===== src/rtl/scc_pkg.sv =====
package scc_pkg;
  typedef enum logic [1:0] {
    LS_INV = 2'd0,
    LS_SHD = 2'd1,
    LS_EXC = 2'd2
  } line_st_e;

  typedef enum logic [1:0] {
    BOP_NONE = 2'd0,
    BOP_READ = 2'd1,
    BOP_RFO  = 2'd2,
    BOP_WB   = 2'd3
  } bus_op_e;

  typedef enum logic [1:0] {
    C_IDLE,
    C_ARB,
    C_WB,
    C_FILL
  } ctl_st_e;
endpackage


===== src/rtl/scc_lines.sv =====
module scc_lines
  import scc_pkg::*;
#(
  parameter int IDX_W  = 3,
  parameter int TAG_W  = 9,
  parameter int DATA_W = 32
) (
  input  logic              clk_i,
  input  logic              rst_ni,
  input  logic [IDX_W-1:0]  a_idx_i,
  output line_st_e          a_st_o,
  output logic [TAG_W-1:0]  a_tag_o,
  output logic [DATA_W-1:0] a_data_o,
  input  logic [IDX_W-1:0]  b_idx_i,
  output line_st_e          b_st_o,
  output logic [TAG_W-1:0]  b_tag_o,
  output logic [DATA_W-1:0] b_data_o,
  input  logic              wr_en_i,
  input  logic [IDX_W-1:0]  wr_idx_i,
  input  logic [TAG_W-1:0]  wr_tag_i,
  input  line_st_e          wr_st_i,
  input  logic [DATA_W-1:0] wr_data_i,
  input  logic              st_en_i,
  input  logic [IDX_W-1:0]  st_idx_i,
  input  line_st_e          st_val_i
);
  localparam int LINES = 1 << IDX_W;

  line_st_e          st_q   [LINES];
  logic [TAG_W-1:0]  tag_q  [LINES];
  logic [DATA_W-1:0] data_q [LINES];

  always_ff @(posedge clk_i or negedge rst_ni) begin
    if (!rst_ni) begin
      for (int i = 0; i < LINES; i++) begin
        st_q[i]   <= LS_INV;
        tag_q[i]  <= '0;
        data_q[i] <= '0;
      end
    end else begin
      // snoop update first; a fill or write to the same line wins
      if (st_en_i) st_q[st_idx_i] <= st_val_i;
      if (wr_en_i) begin
        st_q[wr_idx_i]   <= wr_st_i;
        tag_q[wr_idx_i]  <= wr_tag_i;
        data_q[wr_idx_i] <= wr_data_i;
      end
    end
  end

  assign a_st_o   = st_q[a_idx_i];
  assign a_tag_o  = tag_q[a_idx_i];
  assign a_data_o = data_q[a_idx_i];
  assign b_st_o   = st_q[b_idx_i];
  assign b_tag_o  = tag_q[b_idx_i];
  assign b_data_o = data_q[b_idx_i];
endmodule


===== src/rtl/scc_snoop.sv =====
module scc_snoop
  import scc_pkg::*;
#(
  parameter int TAG_W  = 9,
  parameter int DATA_W = 32
) (
  input  logic              snp_valid_i,
  input  logic              snp_write_i,
  input  logic [TAG_W-1:0]  snp_tag_i,
  input  line_st_e          line_st_i,
  input  logic [TAG_W-1:0]  line_tag_i,
  input  logic [DATA_W-1:0] line_data_i,
  output logic              flush_o,
  output logic [DATA_W-1:0] flush_data_o,
  output logic              upd_en_o,
  output line_st_e          upd_st_o
);
  logic present;

  assign present      = snp_valid_i && (line_st_i != LS_INV) && (line_tag_i == snp_tag_i);
  assign flush_o      = present && (line_st_i == LS_EXC);
  assign flush_data_o = flush_o ? line_data_i : '0;

  always_comb begin
    upd_en_o = 1'b0;
    upd_st_o = line_st_i;
    if (present) begin
      if (snp_write_i) begin
        upd_en_o = 1'b1;
        upd_st_o = LS_INV;
      end else if (line_st_i == LS_EXC) begin
        upd_en_o = 1'b1;
        upd_st_o = LS_SHD;
      end
    end
  end
endmodule


===== src/rtl/scc_ctrl.sv =====
module scc_ctrl
  import scc_pkg::*;
#(
  parameter int ADDR_W = 12,
  parameter int IDX_W  = 3,
  localparam int TAG_W = ADDR_W - IDX_W
) (
  input  logic              clk_i,
  input  logic              rst_ni,
  input  logic              cpu_req_i,
  input  logic              cpu_we_i,
  input  logic [ADDR_W-1:0] cpu_addr_i,
  input  logic              snp_valid_i,
  input  logic              bus_gnt_i,
  input  logic              bus_ack_i,
  input  line_st_e          line_st_i,
  input  logic [TAG_W-1:0]  line_tag_i,
  output logic              cpu_hit_o,
  output logic              busy_o,
  output logic [ADDR_W-1:0] hold_addr_o,
  output logic              hold_we_o,
  output logic              bus_req_o,
  output bus_op_e           bus_op_o,
  output logic              fill_done_o
);
  ctl_st_e           st_q, st_d;
  logic [ADDR_W-1:0] addr_q;
  logic              we_q;
  logic              tag_eq, can_hit, miss;
  logic [TAG_W-1:0]  cpu_tag, hold_tag;

  assign cpu_tag  = cpu_addr_i[ADDR_W-1:IDX_W];
  assign hold_tag = addr_q[ADDR_W-1:IDX_W];
  assign tag_eq   = (line_tag_i == (busy_o ? hold_tag : cpu_tag));
  assign can_hit  = tag_eq && (cpu_we_i ? (line_st_i == LS_EXC) : (line_st_i != LS_INV));

  assign busy_o      = (st_q != C_IDLE);
  assign cpu_hit_o   = cpu_req_i && !busy_o && !snp_valid_i && can_hit;
  assign miss        = cpu_req_i && !busy_o && !snp_valid_i && !can_hit;
  assign bus_req_o   = busy_o;
  assign hold_addr_o = addr_q;
  assign hold_we_o   = we_q;
  assign fill_done_o = (st_q == C_FILL) && bus_ack_i;

  always_comb begin
    unique case (st_q)
      C_WB:    bus_op_o = BOP_WB;
      C_FILL:  bus_op_o = we_q ? BOP_RFO : BOP_READ;
      default: bus_op_o = BOP_NONE;
    endcase
  end

  always_comb begin
    st_d = st_q;
    unique case (st_q)
      C_IDLE: if (miss) st_d = C_ARB;
      // victim decision taken at grant: snoops may change the line while waiting
      C_ARB:  if (bus_gnt_i) st_d = (line_st_i == LS_EXC && !tag_eq) ? C_WB : C_FILL;
      C_WB:   if (bus_ack_i) st_d = C_FILL;
      C_FILL: if (bus_ack_i) st_d = C_IDLE;
      default: st_d = C_IDLE;
    endcase
  end

  always_ff @(posedge clk_i or negedge rst_ni) begin
    if (!rst_ni) begin
      st_q   <= C_IDLE;
      addr_q <= '0;
      we_q   <= 1'b0;
    end else begin
      st_q <= st_d;
      if (miss) begin
        addr_q <= cpu_addr_i;
        we_q   <= cpu_we_i;
      end
    end
  end
endmodule


===== src/rtl/snoop_cache_ctrl.sv =====
module snoop_cache_ctrl
  import scc_pkg::*;
#(
  parameter int ADDR_W = 12,
  parameter int IDX_W  = 3,
  parameter int DATA_W = 32
) (
  input  logic              clk_i,
  input  logic              rst_ni,
  input  logic              cpu_req_i,
  input  logic              cpu_we_i,
  input  logic [ADDR_W-1:0] cpu_addr_i,
  input  logic [DATA_W-1:0] cpu_wdata_i,
  output logic              cpu_hit_o,
  output logic              cpu_stall_o,
  output logic [DATA_W-1:0] cpu_rdata_o,
  output logic              bus_req_o,
  input  logic              bus_gnt_i,
  output logic [1:0]        bus_op_o,
  output logic [ADDR_W-1:0] bus_addr_o,
  output logic [DATA_W-1:0] bus_wdata_o,
  input  logic [DATA_W-1:0] bus_rdata_i,
  input  logic              bus_ack_i,
  input  logic              snp_valid_i,
  input  logic              snp_write_i,
  input  logic [ADDR_W-1:0] snp_addr_i,
  output logic              snp_flush_o,
  output logic [DATA_W-1:0] snp_flush_data_o
);
  localparam int TAG_W = ADDR_W - IDX_W;

  logic [IDX_W-1:0]  a_idx, b_idx;
  line_st_e          a_st, b_st, wr_st, upd_st;
  logic [TAG_W-1:0]  a_tag, b_tag, wr_tag;
  logic [DATA_W-1:0] a_data, b_data, wr_data;
  logic              wr_en, upd_en, cpu_hit, busy, hold_we, fill_done;
  logic [ADDR_W-1:0] hold_addr;
  bus_op_e           op;

  assign a_idx = busy ? hold_addr[IDX_W-1:0] : cpu_addr_i[IDX_W-1:0];
  assign b_idx = snp_addr_i[IDX_W-1:0];

  scc_ctrl #(.ADDR_W(ADDR_W), .IDX_W(IDX_W)) i_ctrl (
    .clk_i       (clk_i),
    .rst_ni      (rst_ni),
    .cpu_req_i   (cpu_req_i),
    .cpu_we_i    (cpu_we_i),
    .cpu_addr_i  (cpu_addr_i),
    .snp_valid_i (snp_valid_i),
    .bus_gnt_i   (bus_gnt_i),
    .bus_ack_i   (bus_ack_i),
    .line_st_i   (a_st),
    .line_tag_i  (a_tag),
    .cpu_hit_o   (cpu_hit),
    .busy_o      (busy),
    .hold_addr_o (hold_addr),
    .hold_we_o   (hold_we),
    .bus_req_o   (bus_req_o),
    .bus_op_o    (op),
    .fill_done_o (fill_done)
  );

  scc_snoop #(.TAG_W(TAG_W), .DATA_W(DATA_W)) i_snoop (
    .snp_valid_i  (snp_valid_i),
    .snp_write_i  (snp_write_i),
    .snp_tag_i    (snp_addr_i[ADDR_W-1:IDX_W]),
    .line_st_i    (b_st),
    .line_tag_i   (b_tag),
    .line_data_i  (b_data),
    .flush_o      (snp_flush_o),
    .flush_data_o (snp_flush_data_o),
    .upd_en_o     (upd_en),
    .upd_st_o     (upd_st)
  );

  assign wr_en   = (cpu_hit && cpu_we_i) || fill_done;
  assign wr_tag  = fill_done ? hold_addr[ADDR_W-1:IDX_W] : a_tag;
  assign wr_st   = fill_done ? (hold_we ? LS_EXC : LS_SHD) : LS_EXC;
  assign wr_data = fill_done ? bus_rdata_i : cpu_wdata_i;

  scc_lines #(.IDX_W(IDX_W), .TAG_W(TAG_W), .DATA_W(DATA_W)) i_lines (
    .clk_i     (clk_i),
    .rst_ni    (rst_ni),
    .a_idx_i   (a_idx),
    .a_st_o    (a_st),
    .a_tag_o   (a_tag),
    .a_data_o  (a_data),
    .b_idx_i   (b_idx),
    .b_st_o    (b_st),
    .b_tag_o   (b_tag),
    .b_data_o  (b_data),
    .wr_en_i   (wr_en),
    .wr_idx_i  (a_idx),
    .wr_tag_i  (wr_tag),
    .wr_st_i   (wr_st),
    .wr_data_i (wr_data),
    .st_en_i   (upd_en),
    .st_idx_i  (b_idx),
    .st_val_i  (upd_st)
  );

  assign cpu_hit_o   = cpu_hit;
  assign cpu_stall_o = cpu_req_i && !cpu_hit;
  assign cpu_rdata_o = cpu_hit ? a_data : '0;
  assign bus_op_o    = op;
  assign bus_wdata_o = (op == BOP_WB) ? a_data : '0;

  always_comb begin
    unique case (op)
      BOP_WB:            bus_addr_o = {a_tag, hold_addr[IDX_W-1:0]};
      BOP_READ, BOP_RFO: bus_addr_o = hold_addr;
      default:           bus_addr_o = '0;
    endcase
  end
endmodule


===== config.mk =====
export PLATFORM = sky130hd
export DESIGN_NAME = snoop_cache_ctrl
export DESIGN_NICKNAME = d
export VERILOG_FILES = /design/src/rtl/scc_pkg.sv /design/src/rtl/scc_lines.sv /design/src/rtl/scc_snoop.sv /design/src/rtl/scc_ctrl.sv /design/src/rtl/snoop_cache_ctrl.sv
export SDC_FILE = /design/constraint.sdc
export NUM_CORES = 1
export LEC_CHECK = 0
export ABC_CLOCK_PERIOD_IN_PS = 6150
export CORE_MARGIN = 5
export CORE_UTILIZATION = 45
export DETAILED_ROUTE_END_ITERATION = 12
export DONT_BUFFER_PORTS = 1
export HOLD_SLACK_MARGIN = 0.15
export SLEW_MARGIN = 15
export SYNTH_ARGS = -nofsm -noshare
export SYNTH_HDL_FRONTEND = slang
export SYNTH_SLANG_ARGS = --single-unit

===== constraint.sdc =====
create_clock -name clk_i -period 6.15 [get_ports clk_i]
set_input_delay 1.5375 -clock clk_i [delete_from_list [all_inputs] [get_ports clk_i]]
set_output_delay 1.5375 -clock clk_i [all_outputs]
set_load 0.05 [all_outputs]

==> impl_results.md <==
- Maximum number of pins on one net before global-route repair: 360
- Synth warnings: 0
- Die outline area: 48880 sq um
- Pre-CTS setup slack: 289.4 ps
- Hold path depth: 1
- Max-cap violations: 0
- Critical-path cell list: and3b_1 -> or2_0 -> buf_4 -> a2111oi_2 -> o21ai_2 -> xor2_1 -> nor3_2 -> and2_4 -> nand4_1 -> buf_12 -> nor2_1 -> buf_4
- Row count: 77
- Antenna diodes: 0
- Kind of launch point of the worst setup path: input pin
- Hold buffers post-CTS: 0
- Post-Route Setup TNS: 0 ps
- Synthesized-area fraction occupied by ao, oa, aoi and oai cells: 14.98%
- Count of cell instances traversed by the critical path: 12
- Wire length reported by the detailed router: 71180 microns
- Synthesized Nets: around 2000
- Root Buffer Master: sky130_fd_sc_hd__clkbuf_16
- Depth of the worst register-to-register path: 13
- First-pass GRT wire length: 106100 microns
- Buffer depth of the longest clock path: 3
- Multiplexer share of the synthesized area: between 20% and 30%
- Width of the die: between 200 and 250 microns
- Crit-path most repeated cell: sky130_fd_sc_hd__buf_4
- Vias: 16657
- Hold Violations, Final: 0
- Post-Synthesis Cell Area: 20050 sq um
- Instance count of the mapped netlist: 1867
- Transition at the pin with the smallest max-transition slack: between 1000 and 1500 ps
- EDFF count, synth: 0
- Async set-reset flop share out of synthesis: 100.0%
- Layout overhead on the synthesized area: 13.19%
- Clock tree from TritonCTS: yes
- Number of clock buffers inserted by TritonCTS: a little over 40
- Critical path data arrival time: 4420 ps
- Leading cell type by number of instances after synthesis: sky130_fd_sc_hd__dfrtp_1
- H-tree levels: 2
- Average footprint of a synthesized cell: 10.74 sq um
- Run status: completed
- Number of detailed-routing iterations run before antenna repair: 7
- Clock transition time at the flip-flop clock pins of the worst setup and hold paths: around 60 ps
- Total core area: between 40000 and 50000 sq um
- Unique masters post-synth: 88
- DR WL/cell: 28.01 microns
- Insertion delay of the later-clocked pin in the worst-skew pair: around 570 ps
- Peak clock frequency supported by timing: 167.8 MHz
- Static Leakage: roughly 10 nW
- Leading area contributor after synthesis: sky130_fd_sc_hd__dfrtp_1
- Type of the worst setup path: input pin to primary output
- Most used flip-flop cell after synthesis: sky130_fd_sc_hd__dfrtp_1
- GRT overflow: 0
- Setup repair after global routing missed its margin: false
- Clock Skew: 16.06 ps
- Number of global-route vias before repair: 16514
- Combinational family with the most area after synthesis: multiplexers
- Cell area power density: between 500 and 600 nW/um^2
- Worst Setup Slack, final: 190.6 ps
- Worst min path class: register to register
- Required time at the worst-slack endpoint: 4610 ps
- Number of antenna violations at the first check in global routing: 0
- Initial standard-cell utilization of the core: 45.44%
- Critical path buffer and inverter count: 3
- Slowest stage cell, crit path: sky130_fd_sc_hd__or2_0
- Vias per cell: 6.555
- Synth Area in Adders: 0.3744%
- Total number of nets in the final design: ~2000
- Slew HR: 6.777%
- Synthesis-stage register bit count: approximately 360
- Post-route fraction of the period consumed by the critical path: ~97%
- Share of layout cells above drive strength 1: 28.99%
- Yosys top cell area share: between 40 and 50%
- Parity-gate share of the synthesized area counting xor and xnor cells: 0.6115%
- Global router's overall resource usage: between 20% and 30%
- Num ports: 210
- Commonest cells in the synthesized netlist: sky130_fd_sc_hd__dfrtp_1 (359), sky130_fd_sc_hd__nand2_1 (218), sky130_fd_sc_hd__o22ai_1 (217)
- Setup crit end kind: primary output
- DRC violation count after routing: 0
- HPWL after detailed placement: around 43000 microns
- Setup violators final: 0
- Number of setup buffers added after CTS: 0
- Count of antenna-violating nets left after detailed routing: 0
- Floorplan die height: 221.1 microns
- Synth area leaders: sky130_fd_sc_hd__dfrtp_1 (45%), sky130_fd_sc_hd__mux2_2 (12%), sky130_fd_sc_hd__o22ai_1 (6.8%)
- Cell family with most CP delay: simple AND/OR/NAND/NOR gates
- Fraction of the yosys area taken by sequential cells: 44.80%
- Number of buffers added on ports: 0
- Total clock sinks: approximately 360
- Critical path peak fanout: 33
- GPL Wtd Cong: roughly 0.95
- Biggest cell delay along the critical path: 400 ps
- DRT iter0 DRCs: roughly 1800
- Count of pins over their slew limit: 0
- Simple-Gate Fraction of Synth Area: about 11%
- Peak supply drop: 0.4357 mV
- Minimum period implied by the final worst setup slack: between 5000 and 6000 ps
-- final timing paths --
| path | from | end | slack (ps) |
|---|---|---|---|
| setup reg to reg | i_ctrl.st_q[0] | i_lines.data_q[97] | 1460 |
| min in group asynchronous | rst_ni | i_lines.tag_q[20] | 690 |
| hold / removal | i_lines.tag_q[45] | i_lines.tag_q[45] | 510 |
| max in group asynchronous | rst_ni | i_ctrl.hold_addr_o[5] | 4340 |
| hold reg to reg | i_lines.tag_q[45] | i_lines.tag_q[45] | 510 |
| setup / recovery | cpu_addr_i[2] | cpu_rdata_o[26] | 190 |
-- cell usage in the layout, fill, tap and decap left out, drive strengths merged, types with 11 or more instances in the layout --
master / count
nand3: 22
nand2: 218
xor2: 11
nand4: 11
nor2: 154
o21ai: 45
mux2i: 36
mux2: 357
or4: 27
a31oi: 14
buf: 160
o22ai: 217
clkbuf: 60
a21oi: 22
dfrtp: 359
inv: 16
o221ai: 30
-- state kept, by name, summed over array words and instances (netlist names) --
register            cells
i_ctrl.hold_we_o        1
i_lines.tag_q          72
i_lines.st_q           16
i_lines.data_q        256
i_ctrl.st_q             2
i_ctrl.hold_addr_o     12
-- repair_timing --
action	4_1_cts	5_1_grt
endpoints found under the setup margin	33	32
pin swaps	0	0
resized for setup	1	1
-- report_power, final --
group	switching (W)	leakage [nW]	total [W]	internal (W)
Clock	0.00102	0.657	0.00244	0.00142
Combinational	0.00380	5.22	0.00629	0.00249
Sequential	0.000940	4.62	0.00435	0.00341
-- cell type report --
type	instances	area (sq um)
clock buffers	60	1219
clock inverters	11	108.9
fillers	4022	21430
inverters	17	63.81
multi-input cells	1342	10330
flip-flops and latches	359	8984
well taps	592	740.7
repair buffers	160	1251
-- metal layers --
layer	routed length, microns	GRT usage (%)	part of all wire, %
met5	0	0	0
met4	3195	10.90	4.5
met3	5858	5.274	8.2
met2	32550	43.77	46
met1	29580	38.03	42
-- per-stage QoR --
step / cells / instance area, sq um / hold WS (ps) / utilization [%] / total power (W)
final: 2541 / 22700 / 508.5 / 51.44 / 0.01307
after global routing: 2541 / 22700 / 525.3 / 51.44 / 0.01369
after CTS: 2541 / 22690 / 508.4 / 51.42 / 0.01299
after detailed placement: 2470 / 21360 / 496.1 / 48.40 / 0.01052
after global placement: 2470 / 21360 / 491.5 / 48.40 / 0.01039
after floorplan: 1867 / 20060 / 479.3 / - / 0.008569
-- cells by family (layout without fill, tap and decap cells) --
family | Yosys count | in the layout
flops | 359 | 359
buf+inv | 166 | 248
compound gates | 433 | 433
simple gates | 492 | 492
fa+ha+maj | 6 | 6
mux | 397 | 397
xor+xnor | 14 | 14
Note: power is estimated with default switching activity, not from simulation.
